$ cat config.mk
export PLATFORM = sky130hd
export DESIGN_NAME = tgc_gate_ctrl
export DESIGN_NICKNAME = d
export VERILOG_FILES = /design/src/rtl/tgc_pkg.sv /design/src/rtl/tgc_level_track.sv /design/src/rtl/tgc_zc_latch.sv /design/src/rtl/tgc_dead_time.sv /design/src/rtl/tgc_gate_ctrl.sv
export SDC_FILE = /design/constraint.sdc
export NUM_CORES = 1
export LEC_CHECK = 0
export CAP_MARGIN = 20
export CELL_PAD_IN_SITES_DETAIL_PLACEMENT = 1
export CELL_PAD_IN_SITES_GLOBAL_PLACEMENT = 2
export CORE_MARGIN = 2
export CORE_UTILIZATION = 32
export CTS_CLUSTER_SIZE = 12
export DETAILED_ROUTE_END_ITERATION = 8
export GPL_ROUTABILITY_DRIVEN = 0
export HOLD_SLACK_MARGIN = 0.03
export PLACE_DENSITY_LB_ADDON = 0.1
export REMOVE_ABC_BUFFERS = 1
export SYNTH_ARGS = -nofsm -noshare
export SYNTH_HDL_FRONTEND = slang
export SYNTH_SLANG_ARGS = --single-unit
$ cat constraint.sdc
create_clock -name clk_i -period 1.8 [get_ports clk_i]
set_input_delay 0.36 -clock clk_i [delete_from_list [all_inputs] [get_ports clk_i]]
set_output_delay 0.36 -clock clk_i [all_outputs]
set_load 0.02 [all_outputs]
$ cat src/rtl/tgc_pkg.sv
package tgc_pkg;
  typedef enum logic [1:0] {
    LVL_LOW  = 2'b00,
    LVL_MID  = 2'b01,
    LVL_HIGH = 2'b10,
    LVL_ALT  = 2'b11
  } lvl_e;
endpackage

$ cat src/rtl/tgc_level_track.sv
module tgc_level_track
  import tgc_pkg::*;
#(
  parameter int unsigned HOLDOFF_CYC = 8
) (
  input  logic       clk_i,
  input  logic       rst_ni,
  input  logic [1:0] level_i,
  output logic       phase_hi_o,
  output logic       parked_o
);
  localparam int unsigned CNT_W = (HOLDOFF_CYC > 1) ? $clog2(HOLDOFF_CYC) : 1;
  localparam logic [CNT_W-1:0] LAST = CNT_W'(HOLDOFF_CYC - 1);

  logic [CNT_W-1:0] mid_cnt_q;
  logic phase_q, parked_q;
  logic is_hi, is_lo;

  assign is_hi = (lvl_e'(level_i) == LVL_HIGH);
  assign is_lo = (lvl_e'(level_i) == LVL_LOW);

  always_ff @(posedge clk_i or negedge rst_ni) begin
    if (!rst_ni) begin
      mid_cnt_q <= '0;
      phase_q   <= 1'b0;
      parked_q  <= 1'b1;
    end else if (is_hi) begin
      mid_cnt_q <= '0;
      phase_q   <= 1'b1;
      parked_q  <= 1'b0;
    end else if (is_lo) begin
      mid_cnt_q <= '0;
      phase_q   <= 1'b0;
    end else if (mid_cnt_q == LAST) begin
      parked_q  <= 1'b1;
    end else begin
      mid_cnt_q <= mid_cnt_q + 1'b1;
    end
  end

  assign phase_hi_o = phase_q;
  assign parked_o   = parked_q;
endmodule

$ cat src/rtl/tgc_zc_latch.sv
module tgc_zc_latch (
  input  logic clk_i,
  input  logic rst_ni,
  input  logic level_hi_i,
  input  logic phase_hi_i,
  input  logic de_en_ni,
  input  logic zero_cross_i,
  output logic cut_o
);
  logic cut_q;

  always_ff @(posedge clk_i or negedge rst_ni) begin
    if (!rst_ni)                         cut_q <= 1'b0;
    else if (level_hi_i || de_en_ni)     cut_q <= 1'b0;
    else if (!phase_hi_i && zero_cross_i) cut_q <= 1'b1;
  end

  assign cut_o = cut_q;
endmodule

$ cat src/rtl/tgc_dead_time.sv
module tgc_dead_time #(
  parameter int unsigned DEAD_CYC = 3
) (
  input  logic clk_i,
  input  logic rst_ni,
  input  logic req_hi_i,
  input  logic req_lo_i,
  output logic gh_o,
  output logic gl_o
);
  localparam int unsigned W = $clog2(DEAD_CYC + 1) + 1;
  localparam logic [W-1:0] FULL = W'(DEAD_CYC);

  logic [W-1:0] idle_q;
  logic [1:0]   req, gate;
  logic         both_off, ready;

  assign req      = {req_lo_i, req_hi_i};
  assign both_off = (gate == 2'b00);
  assign ready    = both_off && (idle_q == FULL);

  always_ff @(posedge clk_i or negedge rst_ni) begin
    if (!rst_ni)          idle_q <= '0;
    else if (!both_off)   idle_q <= '0;
    else if (idle_q != FULL) idle_q <= idle_q + 1'b1;
  end

  for (genvar g = 0; g < 2; g++) begin : g_gate
    logic on_q;
    always_ff @(posedge clk_i or negedge rst_ni) begin
      if (!rst_ni) on_q <= 1'b0;
      else         on_q <= req[g] && (on_q || ready);
    end
    assign gate[g] = on_q;
  end

  assign gh_o = gate[0];
  assign gl_o = gate[1];
endmodule

$ cat src/rtl/tgc_gate_ctrl.sv
module tgc_gate_ctrl
  import tgc_pkg::*;
#(
  parameter int unsigned HOLDOFF_CYC = 8,
  parameter int unsigned DEAD_CYC    = 3
) (
  input  logic       clk_i,
  input  logic       rst_ni,
  input  logic [1:0] level_i,
  input  logic       enable_i,
  input  logic       de_en_ni,
  input  logic       zero_cross_i,
  output logic       gh_o,
  output logic       gl_o
);
  logic phase_hi, parked, cut, req_hi, req_lo;

  tgc_level_track #(.HOLDOFF_CYC(HOLDOFF_CYC)) u_level (
    .clk_i      (clk_i),
    .rst_ni     (rst_ni),
    .level_i    (level_i),
    .phase_hi_o (phase_hi),
    .parked_o   (parked)
  );

  tgc_zc_latch u_zc (
    .clk_i        (clk_i),
    .rst_ni       (rst_ni),
    .level_hi_i   (lvl_e'(level_i) == LVL_HIGH),
    .phase_hi_i   (phase_hi),
    .de_en_ni     (de_en_ni),
    .zero_cross_i (zero_cross_i),
    .cut_o        (cut)
  );

  assign req_hi = enable_i && !parked && phase_hi;
  assign req_lo = enable_i && !parked && !phase_hi && !(!de_en_ni && cut);

  tgc_dead_time #(.DEAD_CYC(DEAD_CYC)) u_dead (
    .clk_i    (clk_i),
    .rst_ni   (rst_ni),
    .req_hi_i (req_hi),
    .req_lo_i (req_lo),
    .gh_o     (gh_o),
    .gl_o     (gl_o)
  );
endmodule

==> impl_metrics.yaml <==
critical_path:
  critPathKind: "reg2out"
  cp_data_required_time_ns: 1.44
  cp.arrival_ns: 1.38
  cp_top_family: "buffers and inverters"
  timing.rr.end: "u_dead.gh_o"
  r2r_cells: 4
  end_kind: "output pin"
  regToRegStartpoint: "u_dead.idle_q[0]"
  crit_chain: "clkdlybuf4s50_1"
  rrSetupSlack_ns: 0.41
  path_buf_inv: 1
  cp_max_fo: 6
  start_kind: "register"
  critical_path.slowest_cell: "clkdlybuf4s50_1"
  max_stage_delay_ns: 0.65
die:
  coreArea_sq_um: 1510
  dieArea_sq_um: 1950
  rows: 14
  start_util: 0.342
  ioPinCount: 9
  dieHeight_microns: 44.1
  die_w_microns: 44.1
timing:
  grt_setup_unrepaired: "no"
  period_needed_ns: 1.74
  finalHoldViolCount: 0
  max_freq_mhz: 576
  skew_ns: 0.00401
  slew_headroom: 0.649
  period_share: 0.965
  tns_ns: 0
  report.final.slew_viol_count: 0
  worst_pin_slew_ns: 0.524
  setup_viol: 0
cells_and_area:
  layout-drive-gt1-share: 0.151
  final_area_sq_um: 644
  final_nets: 65
  syn2layout_area_growth_pct: 25.0
  stdcell_count: 69
  n_antenna_cell: 0
power_and_ir_drop:
  power_density_nw_per_um2: 1190
  switchingPower_mw: 0.243
  p_leak_nw: 0.317
  ir_drop_mv: 0.498
  p_clk_frac: 0.216
  p_int_mw: 0.523
  combPwrFrac: 0.331
  pwr-share-seq: 0.453
  switching_share: 0.317
placed_design:
  placed_cell_area_sq_um: 616
  dp_hpwl_microns: 816
  io_buffer_count: 8
  placed_cells: 65
drt:
  drc: 0
  via_count: 352
  routed_wl_microns: 1020
  firstDrtPassIters: 4
  met2WireLength_microns: 553
  wl_met3_microns: 36
  drt_iter0_drc: 3
  wl_met1_microns: 433
  ant_nets: 0
  via_per_inst: 5.10
  top_layer_used: "met3"
  wl_per_cell_microns: 14.8
synth:
  synth_edf_count: 0
  yosysWarnings: 0
  synthCells: 41
  synth_area_leader_cell: "dfrtp_1"
  synth_area_leaders: "dfrtp_1 49%, ha_1 9.7%, mux2i_1 5.8%, dfstp_2 5.1%, nor2b_1 3.6%"
  synthTopCellsByCount: "10 x dfrtp_1, 4 x ha_1, 4 x inv_1"
  synth.cell_area_sq_um: 515
  synthFlopType: "dfrtp_1"
  syn_area_per_cell_sq_um: 12.6
  yosysSeqAreaShare: 0.536
  synth_cell_types: 18
  synth.most_common_cell: "dfrtp_1"
  synth_top_area_share: 0.485
  async_flop_share: 1.00
  synth-seq-cells: 11
clock_tree:
  cts_tree: "built"
  htree_levels: 1
  clockBufferDepth: 2
  cts_root_buf: "clkbuf_4"
  cts_sinks: 11
  path_clk_slew_ns: 0.07
  clock_latency_ns: 0.26
  numCtsBuffers: 3
global_routing:
  grtUsageTotal: 0.129
  grt_pass1_vias: 400
  grt_pass1_wl_microns: 1730
  antenna_found_initial: 0
  grt_max_degree: 12
  grt.overflow.total: 0
outcome:
  status: "finished clean"
job:
  max-cap-violations: 0
hold_path:
  hp-class: "in2async"
## what timing repair did
item,4_1_cts,5_1_grt
buffers inserted,0,0
setup endpoints to repair,0,1
hold buffers,0,0
resized for setup,0,1
## cell families after synthesis
family | count (synthesis) | synth area share
xor gates and xnor gates | 2 | 0.0340
adders and majority gates | 4 | 0.0971
AOI/OAI and AO/OA | 6 | 0.109
buffers and inverters | 4 | 0.0291
and+or+nand+nor | 10 | 0.114
muxes | 4 | 0.0801
DFF | 11 | 0.536
## final cells by class
class                           instances  area [sq um]
Multi-Input combinational cell         26           224
Timing Repair Buffer                    8          82.6
Inverter                                4          15.0
Sequential cell                        11           277
Tap cell                               16          20.0
Clock buffer                            4          26.3
Fill cell                             165           862
## flip-flops by register name (all words and copies together) (netlist names)
name / count
u_zc.cut_o: 1
u_dead.gl_o: 1
u_level.mid_cnt_q: 3
u_dead.gh_o: 1
u_level.parked_o: 1
u_dead.idle_q: 3
u_level.phase_hi_o: 1
## routing by layer
layer  vias to the layer above  global-route usage
met5                         -                   0
met4                         0              0.0909
met1                       177               0.144
met3                         0              0.0245
li1                        170                   -
met2                         5               0.221
## cells in the final DEF (no fill, tap or decap)
master            n
a2111oi_2         1
a221oi_1          1
clkbuf_1          1
clkbuf_4          3
clkdlybuf4s50_1   7
dfrtp_1          10
dfstp_2           1
dlymetal6s2s_1    1
ha_1              4
inv_1             4
mux2_2            1
mux2i_1           3
nand2b_1          1
nor2_1            3
nor2b_1           3
nor3_1            1
nor3_2            1
nor3b_1           1
o2111a_1          1
o21ai_0           2
o221a_2           1
xor2_1            2
## how the worst max path moves through the flow
stage / endpoint / cells past startpoint / from
after global placement: gl_o / 1 / u_dead.gl_o
after global routing: gh_o / 1 / u_dead.gh_o
after detailed placement: gl_o / 1 / u_dead.gl_o
after CTS: gl_o / 1 / u_dead.gl_o
after floorplan: u_dead.gh_o / 4 / u_dead.idle_q[0]
final: gh_o / 1 / u_dead.gh_o
## power by group through the flow
stage	logic, mW	clock network, mW	registers, mW
after floorplan	0.184	0	0.346
after global placement	0.248	0	0.345
after detailed placement	0.262	0	0.352
after CTS	0.263	0.176	0.347
after global routing	0.286	0.189	0.355
final	0.254	0.166	0.347
## through the flow
stage               utilization  total power [mW]  worst slack (ns)  hold slack [ns]
detailed placement        0.409             0.614             0.323            0.523
global placement          0.409             0.593             0.369            0.507
global route              0.428             0.830           0.00837            0.468
floorplan                     -             0.530             0.500           0.0644
CTS                       0.426             0.786            0.0231            0.446
finish                    0.428             0.766            0.0627            0.437
(Power assumes the default switching activity.)
